[src/rtl/tpresc_pkg.sv]
package tpresc_pkg;

  localparam int NUM_TAPS = 4;

  typedef enum logic [2:0] {
    CS_OFF      = 3'd0,
    CS_DIRECT   = 3'd1,
    CS_DIV8     = 3'd2,
    CS_DIV64    = 3'd3,
    CS_DIV256   = 3'd4,
    CS_DIV1024  = 3'd5,
    CS_EXT_FALL = 3'd6,
    CS_EXT_RISE = 3'd7
  } csel_e;

  // number of low divider bits that make up tap idx
  function automatic int tap_bits(input int idx);
    case (idx)
      0:       return 3;
      1:       return 6;
      2:       return 8;
      default: return 10;
    endcase
  endfunction

  // true when the low 'bits' bits of v are all ones (the tap is about to wrap)
  function automatic logic low_ones(input logic [15:0] v, input int bits);
    logic [15:0] m;
    m = 16'((32'd1 << bits) - 32'd1);
    return (v & m) == m;
  endfunction

endpackage

[src/rtl/presc_divider.sv]
module presc_divider #(
  parameter int DIV_W    = 10,
  parameter int NUM_TAPS = tpresc_pkg::NUM_TAPS
) (
  input  logic                clk,
  input  logic                rst,
  input  logic                clr,
  output logic [DIV_W-1:0]    cnt,
  output logic [NUM_TAPS-1:0] tap_stb
);

  always_ff @(posedge clk) begin
    if (rst || clr) cnt <= '0;
    else            cnt <= cnt + 1'b1;
  end

  for (genvar k = 0; k < NUM_TAPS; k++) begin : g_tap
    assign tap_stb[k] = tpresc_pkg::low_ones(16'(cnt), tpresc_pkg::tap_bits(k));
  end

endmodule

[src/rtl/presc_edge_det.sv]
module presc_edge_det (
  input  logic clk,
  input  logic lvl,
  output logic rise,
  output logic fall
);

  logic prev_q;

  // captured on every edge, reset included, so reset release makes no edge
  always_ff @(posedge clk) prev_q <= lvl;

  assign rise = lvl & ~prev_q;
  assign fall = ~lvl & prev_q;

endmodule

[src/rtl/presc_chan_sel.sv]
module presc_chan_sel #(
  parameter int NUM_TAPS = tpresc_pkg::NUM_TAPS
) (
  input  logic                rst,
  input  logic [2:0]          sel,
  input  logic [NUM_TAPS-1:0] tap_stb,
  input  logic                ext_rise,
  input  logic                ext_fall,
  output logic                en
);
  import tpresc_pkg::*;

  csel_e code;
  assign code = csel_e'(sel);

  always_comb begin
    en = 1'b0;
    if (!rst) begin
      case (code)
        CS_OFF:      en = 1'b0;
        CS_DIRECT:   en = 1'b1;
        CS_DIV8:     en = tap_stb[0];
        CS_DIV64:    en = tap_stb[1];
        CS_DIV256:   en = tap_stb[2];
        CS_DIV1024:  en = tap_stb[NUM_TAPS-1];
        CS_EXT_FALL: en = ext_fall;
        CS_EXT_RISE: en = ext_rise;
        default:     en = 1'b0;
      endcase
    end
  end

endmodule

[src/rtl/timer_presc_share.sv]
module timer_presc_share #(
  parameter int NUM_CH = 2,
  parameter int DIV_W  = 10
) (
  input  logic                   clk,
  input  logic                   rst,
  input  logic                   presc_clr,
  input  logic [NUM_CH-1:0][2:0] ch_sel,
  input  logic [NUM_CH-1:0]      ext_lvl,
  output logic [NUM_CH-1:0]      cnt_en
);
  localparam int NUM_TAPS = tpresc_pkg::NUM_TAPS;

  // named internal events, visible to the bound checker
  logic [DIV_W-1:0]    div_cnt;
  logic [NUM_TAPS-1:0] tap_stb;
  logic [NUM_CH-1:0]   ext_rise;
  logic [NUM_CH-1:0]   ext_fall;

  presc_divider #(.DIV_W(DIV_W), .NUM_TAPS(NUM_TAPS)) u_div (
    .clk     (clk),
    .rst     (rst),
    .clr     (presc_clr),
    .cnt     (div_cnt),
    .tap_stb (tap_stb)
  );

  for (genvar c = 0; c < NUM_CH; c++) begin : g_ch
    presc_edge_det u_edge (
      .clk  (clk),
      .lvl  (ext_lvl[c]),
      .rise (ext_rise[c]),
      .fall (ext_fall[c])
    );

    presc_chan_sel #(.NUM_TAPS(NUM_TAPS)) u_sel (
      .rst      (rst),
      .sel      (ch_sel[c]),
      .tap_stb  (tap_stb),
      .ext_rise (ext_rise[c]),
      .ext_fall (ext_fall[c]),
      .en       (cnt_en[c])
    );
  end

endmodule

[config.mk]
export PLATFORM = sky130hd
export DESIGN_NAME = timer_presc_share
export DESIGN_NICKNAME = d
export VERILOG_FILES = /design/src/rtl/tpresc_pkg.sv /design/src/rtl/presc_divider.sv /design/src/rtl/presc_edge_det.sv /design/src/rtl/presc_chan_sel.sv /design/src/rtl/timer_presc_share.sv
export SDC_FILE = /design/constraint.sdc
export NUM_CORES = 1
export LEC_CHECK = 0
export BUFFER_PORTS_ARGS = -buffer_cell sky130_fd_sc_hd__buf_2
export CAP_MARGIN = 25
export CORE_UTILIZATION = 45
export CTS_CLUSTER_DIAMETER = 40
export DETAILED_ROUTE_END_ITERATION = 16
export PLACE_DENSITY = 0.79
export RECOVER_POWER = 100
export SLEW_MARGIN = 30
export SYNTH_ARGS = -nofsm -noshare
export SYNTH_HDL_FRONTEND = slang
export SYNTH_SLANG_ARGS = --single-unit
[constraint.sdc]
create_clock -name clk -period 3.16 [get_ports clk]
set_clock_uncertainty 0.1 [all_clocks]
set_input_delay 0.632 -clock clk [delete_from_list [all_inputs] [get_ports clk]]
set_output_delay 0.632 -clock clk [all_outputs]
set_load 0.1 [all_outputs]
==> out/metrics.yaml <==
status:
  outcome: "finished clean"
timing:
  maxSlewViolCount: 0
  hold_slack_ns: 0.397
  rsz0062_at_grt: "no"
  final.period_utilization: 0.955
  worst_pin_slew_ns: 0.605
  hold_violations: 0
  fin_tns_setup_ns: 0
  relSlewSlack: 0.597
  setup_slack_ns: 0.141
  setup_viol_count_final: 0
  max_clock_freq_mhz: 331
  layout_min_cycle_time_ns: 3.02
logic_synthesis:
  yosysTopAreaCellShare: 0.378
  synth-edff-count: 0
  synthTopCellsByArea: "dfxtp_1 (38%), nor2_1 (6.5%), a21oi_1 (5.5%), xor2_1 (5.5%), ha_1 (3.9%)"
  synth_most_common_cell: "dfxtp_1"
  seq_area_frac_synth: 0.378
  yosys_register_bits: 12
  synth_ff_type: "dfxtp_1"
  syn_area_per_cell_um2: 8.71
  yosys-top-cells-count: "dfxtp_1 (12), nor2_1 (11), a21oi_1 (7)"
  yosysUniqueCellTypes: 30
  syn_area_um2: 636
  syn_nets: 86
  synth_cells: 73
  synth_warnings: 0
  async_flop_share: 0
  synth_area_leader_cell: "dfxtp_1"
layout:
  multi_input_area_um2: 350
  fill_cells: 121
  nets: 100
  drive_above_1_share: 0.198
  regArea_um2: 240
  area_growth_pct: 12.6
  diodes: 0
  fin_cells: 101
pwr:
  ir_worst_vdd_v: 0.000218
  clkPwrFrac: 0.394
  p_leak_nw: 0.263
  internal_power_mw: 0.235
  power.density_mw_per_mm2: 434
  pwr-share-seq: 0.502
  switching_share: 0.243
  power.total_mw: 0.310
  p_comb_frac: 0.104
  p_sw_mw: 0.0753
worst_hold_path:
  holdPathStages: 1
  hold_path.class: "in2reg"
setup_path:
  path_depth: 6
  crit_buf_inv: 1
  end_kind: "output pin"
  slowest_stage: "dfxtp_1"
  crit_required_ns: 2.43
  crit_family: "compound AO/OA/AOI/OAI gates"
  ff2ff_path_depth: 3
  setup.worst_path.start_class: "register"
  critPathMaxFanout: 5
  path_class: "reg2out"
  crit_chain: "ha_1, nand3_1, o41a_1, a311o_1, a21oi_1, clkbuf_4"
  arrival_ns: 2.29
  max_stage_delay_ns: 0.40
floorplan:
  die_area_mm2: 0.00157
  die_height_um: 39.6
  num_rows: 13
  fp.dieW_um: 39.6
  initial_utilization: 0.488
  coreArea_mm2: 0.00130
  ios: 13
grt:
  grt-ovfl-total: 0
  grt_max_degree: 11
  grt_pass1_vias: 495
  antenna_found_initial: 0
  track_usage: 0.193
  grt_first_pass_wirelength_um: 1950
routing:
  drtPass1Iterations: 4
  drc: 0
  dr_total_vias: 572
  routed_wirelength_um: 1270
  wl_per_cell_um: 12.6
  dr.first_iter.drc_count: 19
  viasPerCell: 5.66
  final_antenna_net_count: 0
place:
  dp_hpwl_um: 976
  gp_congestion: 0.817
  dpl_worst_slack_ns: 0.379
  dp_cells: 97
  portBuffers: 12
clock_tree:
  numClockSinks: 12
  cts_buffer_depth: 2
  htreeDepth: 1
  cts_tree: "done"
  insertion_delay_ns: 0.27
  post_cts_buffers: 0
  cts-buffers-inserted: 3
  cts-root-buf: "clkbuf_4"
  path_clk_slew_ns: 0.07
flow_run:
  maxCapViolCount: 0
==> cell families after synthesis <==
group	share of synthesized area
and+or+nand+nor	0.321
AOI/OAI and AO/OA	0.132
DFF	0.378
xor gates and xnor gates	0.0827
buffers and inverters	0.0472
adders and majority gates	0.0394
==> sequential cells by signal, indices dropped and copies added (netlist names) <==
signal and cells:
u_div.cnt 10, g_ch.u_edge.prev_q 2
==> power groups by stage <==
stage               Combinational, mW  Sequential (mW)  Clock [mW]
floorplan                      0.0211            0.159           0
global placement               0.0311            0.159           0
detailed placement             0.0322            0.159           0
CTS                            0.0324            0.156       0.124
global route                   0.0345            0.156       0.129
finish                         0.0322            0.156       0.122
==> worst reg2reg max path: cells and delay by family (launching register included) <==
family          cells  cell delay [ns]
simple gates        2             0.77
flops               1             0.41
compound gates      1             0.14
==> layer usage <==
metal	track usage	routed length [um]	part of all wire
met1	0.202	550	0.43
met2	0.344	599	0.47
met3	0.0341	81	0.064
met4	0.129	38	0.030
met5	0	0	0
==> layout by cell type, fill, tap and decap left out, types with 3 or more instances in the layout <==
cell      Yosys  routed
nor2_1       11      11
dfxtp_1      12      12
a21oi_1       7       7
nand2_1       4       4
clkbuf_4      0       4
clkbuf_1      1       3
xor2_1        4       4
buf_2         0       7
inv_1         3       3
nand3_1       5       5
==> cell type report <==
cell class,instances,share of cell area
tap,15,0.0262
timing repair buffer,12,0.0822
clock buffer,4,0.0507
inverter,3,0.0157
multi-input combinational,55,0.490
sequential,12,0.336
==> final timing paths <==
kind | from | to | slack (ns)
worst min-delay path | ext_lvl[1] | g_ch[1].u_edge.prev_q | 0.40
worst max-delay path | u_div.cnt[0] | cnt_en[0] | 0.14
worst max register to register | u_div.cnt[2] | u_div.cnt[7] | 1.67
worst min register to register | u_div.cnt[0] | u_div.cnt[0] | 0.41
==> per-stage QoR <==
| stage | cell area [um^2] | utilization |
|---|---|---|
| 2_1_floorplan | 636 | - |
| 3_3_place_gp | 696 | 0.535 |
| 3_5_place_dp | 696 | 0.535 |
| 4_1_cts | 732 | 0.563 |
| 5_1_grt | 716 | 0.550 |
| 6_report | 716 | 0.550 |
==> what timing repair did <==
item,in CTS,in global routing
hold endpoints to repair,0,0
endpoints found under the setup margin,0,1
gates resized for setup,0,1
hold buffers,0,0
(Power assumes the default switching activity.)
